[src/rtl/sir_unwrap_pkg.sv]
// Package: codes and encodings shared by the unwrap filter.
// Assumes 8-bit received bytes; the codes are fixed by the line protocol.
package sir_unwrap_pkg;
    localparam logic [7:0] FRAME_START = 8'hC0;
    localparam logic [7:0] FRAME_END   = 8'hC1;
    localparam logic [7:0] ESC_CODE    = 8'h7D;
    localparam logic [7:0] ESC_FLIP    = 8'h20;

    localparam int FLAG_W      = 2;
    localparam int FLAG_LENERR = 0;
    localparam int FLAG_NOEND  = 1;

    typedef enum logic [1:0] {
        ST_HUNT = 2'd0,
        ST_OPEN = 2'd1,
        ST_ESC  = 2'd2
    } unwrap_state_t;
endpackage

[src/rtl/sir_byte_class.sv]
// Module: sir_byte_class
// Decodes one received byte into delimiter and escape classes.
// Assumes the codes are distinct constants from the package.
module sir_byte_class
    import sir_unwrap_pkg::*;
(
    input  logic [7:0] byte_in,
    output logic       is_start,
    output logic       is_end,
    output logic       is_esc
);
    // Compare the byte against each fixed code.
    always_comb begin
        is_start = (byte_in == FRAME_START);
        is_end   = (byte_in == FRAME_END);
        is_esc   = (byte_in == ESC_CODE);
    end
endmodule

[src/rtl/sir_len_counter.sv]
// Module: sir_len_counter
// Counts accepted payload bytes up to a programmable limit; flags overflow.
// Assumes clear and step are never requested in the same cycle.
module sir_len_counter #(
    parameter int LEN_W = 12
) (
    input  logic             clk,
    input  logic             rst_n,
    input  logic             clear,
    input  logic             step,
    input  logic [LEN_W-1:0] limit,
    output logic [LEN_W-1:0] count,
    output logic             over,
    output logic             accept
);
    // A step is taken only while the count is below the limit.
    always_comb accept = step && (count < limit);

    // Count register and sticky over-limit flag.
    always_ff @(posedge clk) begin
        if (!rst_n) begin
            count <= '0;
            over  <= 1'b0;
        end else if (clear) begin
            count <= '0;
            over  <= 1'b0;
        end else if (accept) begin
            count <= count + 1'b1;
        end else if (step) begin
            over  <= 1'b1;
        end
    end

    // the count only moves by one step up or back to zero.
    assert_count_step_R6: assert property (@(posedge clk) disable iff (!rst_n)
        (count != $past(count)) |-> (count == $past(count) + 1'b1 || count == '0));

    // the over flag is only raised when the limit was already reached.
    assert_over_at_limit_R10: assert property (@(posedge clk) disable iff (!rst_n)
        $rose(over) |-> ($past(count) >= $past(limit)));
endmodule

[src/rtl/sir_unwrap.sv]
// Module: sir_unwrap
// Frame unwrap filter for the slow-rate infrared receive path: strips
// header, delimiters and escapes, forwards payload with start and end
// markers, counts bytes and reports per-frame error flags.
// Assumes at most one input byte per cycle; all outputs are registered.
module sir_unwrap
    import sir_unwrap_pkg::*;
#(
    parameter int LEN_W = 12
) (
    input  logic              clk,
    input  logic              rst_n,
    input  logic              in_valid,
    input  logic [7:0]        in_byte,
    input  logic              sir_mode,
    input  logic              filt_test,
    input  logic [LEN_W-1:0]  max_len,
    output logic              out_valid,
    output logic [7:0]        out_data,
    output logic              out_sof,
    output logic              out_eof,
    output logic [LEN_W-1:0]  byte_count,
    output logic [LEN_W-1:0]  end_len,
    output logic [FLAG_W-1:0] end_flags,
    output logic [15:0]       delim_word
);
    unwrap_state_t state, state_nxt;
    logic is_start, is_end, is_esc;
    logic enabled, has_content;
    logic cnt_clear, cnt_step, cnt_over, cnt_accept;
    logic close_frame, missing_end;
    logic [7:0] payload;

    sir_byte_class u_class (
        .byte_in  (in_byte),
        .is_start (is_start),
        .is_end   (is_end),
        .is_esc   (is_esc)
    );

    sir_len_counter #(.LEN_W(LEN_W)) u_count (
        .clk    (clk),
        .rst_n  (rst_n),
        .clear  (cnt_clear),
        .step   (cnt_step),
        .limit  (max_len),
        .count  (byte_count),
        .over   (cnt_over),
        .accept (cnt_accept)
    );

    // Fixed delimiter readback: start code low byte, end code high byte.
    always_comb delim_word = {FRAME_END, FRAME_START};

    // Enable, frame-content test and unescaped payload value.
    always_comb begin
        enabled     = sir_mode || filt_test;
        has_content = (byte_count != '0) || cnt_over;
        payload     = (state == ST_ESC) ? (in_byte ^ ESC_FLIP) : in_byte;
    end

    // Next-state and action decode for one received byte.
    always_comb begin
        state_nxt   = state;
        cnt_clear   = 1'b0;
        cnt_step    = 1'b0;
        close_frame = 1'b0;
        missing_end = 1'b0;
        if (in_valid) begin
            if (!enabled) begin
                state_nxt = ST_HUNT;
            end else if (state == ST_HUNT) begin
                if (is_start) begin
                    cnt_clear = 1'b1;
                    state_nxt = ST_OPEN;
                end
            end else if (is_start) begin
                close_frame = has_content;
                missing_end = 1'b1;
                cnt_clear   = 1'b1;
                state_nxt   = ST_OPEN;
            end else if (is_end) begin
                close_frame = has_content;
                state_nxt   = ST_HUNT;
            end else if (state == ST_OPEN && is_esc) begin
                state_nxt = ST_ESC;
            end else begin
                cnt_step  = 1'b1;
                state_nxt = ST_OPEN;
            end
        end
    end

    // State register.
    always_ff @(posedge clk) begin
        if (!rst_n) state <= ST_HUNT;
        else        state <= state_nxt;
    end

    // Registered payload stream and end-of-frame report.
    always_ff @(posedge clk) begin
        if (!rst_n) begin
            out_valid <= 1'b0;
            out_data  <= '0;
            out_sof   <= 1'b0;
            out_eof   <= 1'b0;
            end_len   <= '0;
            end_flags <= '0;
        end else begin
            out_valid <= cnt_accept;
            out_sof   <= cnt_accept && (byte_count == '0);
            out_eof   <= close_frame;
            if (cnt_accept) out_data <= payload;
            if (close_frame) begin
                end_len                 <= byte_count;
                end_flags[FLAG_LENERR]  <= cnt_over;
                end_flags[FLAG_NOEND]   <= missing_end;
            end
        end
    end

    // a start flag only accompanies a forwarded byte.
    assert_sof_with_data_R4: assert property (@(posedge clk) disable iff (!rst_n)
        out_sof |-> out_valid);

    // the end marker never shares a cycle with a data byte.
    assert_eof_alone_R7: assert property (@(posedge clk) disable iff (!rst_n)
        out_eof |-> !out_valid);

    // no end marker for an empty, error-free frame.
    assert_no_empty_end_R8: assert property (@(posedge clk) disable iff (!rst_n)
        out_eof |-> (end_len != '0 || end_flags[FLAG_LENERR]));

    // a forwarded byte never takes the count past the limit.
    assert_within_limit_R10: assert property (@(posedge clk) disable iff (!rst_n)
        out_valid |-> (byte_count <= $past(max_len)));

    // a byte seen while disabled produces no pulse.
    assert_disabled_quiet_R11: assert property (@(posedge clk) disable iff (!rst_n)
        (in_valid && !sir_mode && !filt_test) |=> (!out_valid && !out_eof));
endmodule

[config.mk]
export PLATFORM = sky130hd
export DESIGN_NAME = sir_unwrap
export DESIGN_NICKNAME = d
export VERILOG_FILES = /design/src/rtl/sir_unwrap_pkg.sv /design/src/rtl/sir_byte_class.sv /design/src/rtl/sir_len_counter.sv /design/src/rtl/sir_unwrap.sv
export SDC_FILE = /design/constraint.sdc
export NUM_CORES = 1
export LEC_CHECK = 0
export BUFFER_PORTS_ARGS = -buffer_cell sky130_fd_sc_hd__buf_2
export CORE_MARGIN = 1.5
export CORE_UTILIZATION = 30
export DETAILED_ROUTE_END_ITERATION = 12
export SETUP_SLACK_MARGIN = 0.5
export SLEW_MARGIN = 15
export SYNTH_ARGS = -nofsm -noshare
export SYNTH_HDL_FRONTEND = slang
export SYNTH_SLANG_ARGS = --single-unit
[constraint.sdc]
create_clock -name clk -period 6.5 [get_ports clk]
set_input_delay 1.3 -clock clk [delete_from_list [all_inputs] [get_ports clk]]
set_output_delay 1.3 -clock clk [all_outputs]
set_load 0.005 [all_outputs]
Word level (Yosys, flattened, before mapping). Index checks and enable logic that the tools add are counted.

Bitwise operators: 3. Order comparisons: 1. Equal/unequal tests: 6. Add/subtract/negate cells: 1. Multiplexer cells: 24. Reduce and logical (&&, ||, !) cells: 11.

Operators by type and width (number): two-way mux 1 bit (17); equality test 8 bit (second input constant) (2); adder 12 x 1 -> 12 bit (second input constant) (1); zero test 12 bit (1); less-than comparator 12 bit (1); two-way mux 2 bit (6); nonzero test 12 bit (1); equality test 8 x 7 -> 1 bit (second input constant) (1); two-way mux 6 bit (1); AND reduction 2 bit (2); logical AND 1 bit (3); != test 3 bit (second input constant) (1); NOT 1 bit (3); equality test 2 x 1 -> 1 bit (second input constant) (1); equality test 2 bit (second input constant) (1); zero test 2 bit (1); logical OR 1 bit (2); OR reduction 2 bit (1).

Input bits: 25. Output and inout port bits: 53. Bits in registers: 40. Logic and storage cells: 55.

Depth between registers and ports, before layout.
Depth after elaboration: 11. Depth in mapped cells: 9. Mapped depth without buffers: 7.

Hierarchy. From an unflattened synthesis, not the netlist that was laid out.

Cells, all modules: 268. Area total of the unflattened synthesis: 2326.0 um^2.

Modules (own cells, without submodules): sir_unwrap (area each 1272.5 um^2, instances 1, seq. area each 540.5 um^2, cells each 136); sir_len_counter (area each 1001.0 um^2, instances 1, seq. area each 260.2 um^2, cells each 124); sir_byte_class (area each 52.6 um^2, instances 1, seq. area each 0.0 um^2, cells each 8).

Worst setup path before layout. Ideal clock, no wire load.

Path kind: in2reg. Start point: input port max_len[9]. End point: register u_count.count[3]. Library setup time: 70 ps. Stages on the path: 8. Data required time: 6430 ps. Arrival: 2998 ps. Setup slack: 3432 ps. Buffers on the path: 1. Cell sequence: inv_1 ha_1 a211oi_2 nor2_1 or3_1 buf_2 or4_1 a21oi_1.

Cells in the longest elaborated chain, start to end: 2.

Ends and longest elaborated chain: start: declaration (line sir_unwrap.sv:17) `input logic [LEN_W-1:0] max_len,`; less-than comparator 12 bit (line sir_len_counter.sv:17) `always_comb accept = step && (count < limit);`; logical AND 1 bit (line sir_len_counter.sv:17); end signal: assignment (line sir_len_counter.sv:28) `count <= count + 1'b1;`; end: declaration (line sir_len_counter.sv:12) `output logic [LEN_W-1:0] count,`.

Every way passes these cells. A chain may end at the register's enable or synchronous reset.

Worst setup path in the final report.
Start point: input port max_len[9]. End point: register u_count.count[2].

Same word-level chain as after synthesis.

==> metrics.md <==
| Metric | Value |
|---|---|
| Status | `complete, no violations` |
| CTS resizes | `0` |
| Row cnt | `31` |
| Placer Congestion | `approximately 0.8` |
| Die X | `about 90 µm` |
| Setup TNS after final layout | `0 ns` |
| DR vias/cell | `4.876` |
| R2R setup slack | `3.82 ns` |
| Hold Startpoint | `out_data[3]` |
| Switching part of the total | `~22%` |
| Kind of critical path | `input pin to flip-flop` |
| Final Hold Fails | `0` |
| First-pass GRT wire length | `roughly 8600 µm` |
| DP HPWL | `3973 µm` |
| Full die area | `just over 8000 µm²` |
| Max_cap viols | `0` |
| Slew HR | `approximately 35%` |
| Crit path cell chain | `buf_2, inv_1, ha_1, nand4_1, nor3_1, a2111o_1, nor2_2, a31o_2` |
| P_sw | `approximately 0.10 mW` |
| CTS max path bufs | `2` |
| P&R area growth vs syn | `18.87%` |
| Seq cells post-synth | `40` |
| Final wirelength | `~5300 µm` |
| Initial antenna violation count | `0` |
| I/O Buffers | `61` |
| # fillers | `~790` |
| Synth Flop Type | `dfxtp_1` |
| Final setup vio count | `0` |
| Initial Utilization | `a little under a third` |
| Most common cell after layout, fill and taps aside | `buf_2` |
| CP arrival | `roughly 3.5 ns` |
| Cells after Synth | `around 260` |
| Multi-input gate area | `roughly 1300 µm²` |
| Initial DRC Count | `77` |
| Slowest stage cell, crit path | `a2111o_1` |
| Hold WS | `~0.47 ns` |
| Combinational Power Share | `6.0%` |
| DRC errors left | `0` |
| Pre-Repair DR Iteration Count | `4` |
| Peak Freq | `between 0.2 and 0.3 GHz` |
| Ys Warns | `0` |
| Vias | `about 2000` |
| RR Startpoint | `u_count.count[9]` |
| Peak VDD IR | `about 0.080 mV` |
| Tmin final | `3.350 ns` |
| Largest net degree at the start of global routing | `36` |
| Leakage Power | `around 1.2 nW` |
| Worst-Margin Slew | `just under 1 ns` |
| Post-CTS Setup Inserts | `0` |
| CP Launch Type | `input pin` |
| Root buf cell | `clkbuf_8` |
| IO Pins | `78` |
| CP startpoint | `max_len[9]` |
| Post-route ant nets | `0` |
| Async set or reset register ratio after synthesis | `0%` |
| H-tree depth | `2` |
| Post-synth EDFFs | `0` |
| N_diodes | `0` |
| Worst path max stage delay | `approximately 0.60 ns` |
| Final setup skew | `0.005497 ns` |
| Vias in the first global route | `1793` |
| Total GRT Usage | `roughly an eighth` |
| Num Clock Sinks | `40` |
| Post-CTS Hold Buffers | `0` |
| Hold crit path type | `flip-flop to flip-flop` |
| Synthesized cell area | `2281 µm²` |
| Most frequent cells in the layout | `buf_2 (61), dfxtp_1 (40), nand2_1 (21), mux2i_1 (21)` |
| Period utilisation layout | `approximately half` |
| Syn avg cell area | `around 8.9 µm²` |
| Crit. End Element | `flip-flop` |
| Final Max Slew Viols | `0` |
| FF/Latch Area | `800.8 µm²` |
| Worst EP required | `approximately 6.7 ns` |
| Reg2reg path depth | `6` |
| CTS tree | `built` |
| Register share of total power | `between 50% and 60%` |
| RSZ-0062 raised after global routing | `no` |
| Pint | `~0.37 mW` |
| CORE AREA | `about 7300 µm²` |
| Clock share of power | `approximately 42%` |
| Num CTS Buffers | `5` |
| Remaining Overflow, GRT | `0` |
| Clk slew on worst S/H paths | `0.07 ns` |
| Sequential share of the synthesized area | `between 30% and 40%` |
| Die Y-Extent | `~90 µm` |
| Share of cells above drive strength 1 | `25.08%` |
| Crit-path max FO | `18` |
| Pwr Density | `around 170 nW/µm²` |
| WL per Instance | `around 13 µm` |
| RR Endpoint | `u_count.count[2]` |
| Layout Nets | `around 350` |
| Synth cell types | `45` |
| Crit path to | `u_count.count[2]` |
| Clock Latency Late Sink | `a little under 0.3 ns` |
## cell families after synthesis
logic type | after synthesis | synth area share [%]
AND/OR/NAND/NOR | 91 | 23.42
AO/OA/AOI/OAI | 45 | 14.15
buffers and inverters | 42 | 10.26
flip-flops | 40 | 35.11
multiplexers | 21 | 9.216
adder cells (fa/ha/maj) | 13 | 7.131
other | 2 | 0.3293
XOR/XNOR | 1 | 0.3841
## area by class of cell
cell class	count	share of cell area [%]
multi-input cells	187	48.59
flip-flops and latches	40	29.53
repair buffers	61	11.26
well taps	99	4.569
clock buffers	6	2.677
inverters	15	2.077
clock inverters	2	1.292
## Yosys cell counts (3+ instances only)
master | n | area [µm²]
o31ai_1 | 9 | 67.56
inv_1 | 15 | 56.30
nand3_1 | 7 | 35.03
nand4b_1 | 5 | 43.79
nor2b_1 | 17 | 106.4
ha_1 | 13 | 162.7
dfxtp_1 | 40 | 800.8
buf_4 | 18 | 135.1
o21ai_0 | 6 | 30.03
or3_1 | 3 | 18.77
nor3_1 | 6 | 30.03
mux2i_1 | 21 | 210.2
nor2_1 | 7 | 26.28
nand4_1 | 3 | 18.77
or4_1 | 6 | 45.04
and3_1 | 4 | 25.02
a21oi_1 | 17 | 85.08
nand2_1 | 21 | 78.83
clkbuf_1 | 7 | 26.28
## routing by layer
layer,global-route usage [%],routed length (µm),vias up
met4,4.365,75,0
met1,16.74,2407,930
li1,-,-,994
met2,20.83,2456,67
met3,3.469,358,8
met5,0,0,-
## stage by stage
stage / cells / worst slack [ns] / instance area, µm² / utilization (%) / total power [mW]
floorplan: 269 / 3.432 / 2333 / - / 0.2734
global placement: 402 / 2.946 / 2592 / 35.55 / 0.2783
detailed placement: 402 / 2.884 / 2592 / 35.55 / 0.2785
global route: 410 / 2.967 / 2711 / 37.18 / 0.4969
CTS: 410 / 3.200 / 2700 / 37.03 / 0.4798
finish: 410 / 3.150 / 2711 / 37.18 / 0.4736
## worst min-delay path by stage
stage / endpoint / slack (ns) / depth (start not counted)
2_1_floorplan: out_data[0] / 0.45 / 2
3_3_place_gp: out_data[1] / 0.45 / 2
3_5_place_dp: out_data[4] / 0.45 / 2
4_1_cts: out_data[3] / 0.47 / 2
5_1_grt: out_data[2] / 0.50 / 2
6_report: out_data[3] / 0.47 / 2
## registers in the layout (all words and copies together) (netlist names)
signal and cells:
end_len 12, u_count.count 12, out_data 8, end_flags 2, state 2, out_eof 1
out_sof 1, out_valid 1, u_count.over 1
## critical path, delay by kind of cell
| family | cells | cell delay (ns) |
|---|---|---|
| AOI/OAI and AO/OA | 2 | 0.89 |
| adders and majority gates | 1 | 0.30 |
| buffers and inverters | 2 | 0.10 |
| and+or+nand+nor | 3 | 0.94 |
## power by group through the flow
stage | Sequential, mW | Combinational, mW | Clock [mW]
global route | 0.245 | 0.0326 | 0.219
detailed placement | 0.251 | 0.0278 | 0
global placement | 0.251 | 0.0276 | 0
CTS | 0.245 | 0.0280 | 0.207
floorplan | 0.251 | 0.0227 | 0
finish | 0.245 | 0.0285 | 0.200
Note: power is estimated with default switching activity, not from simulation.
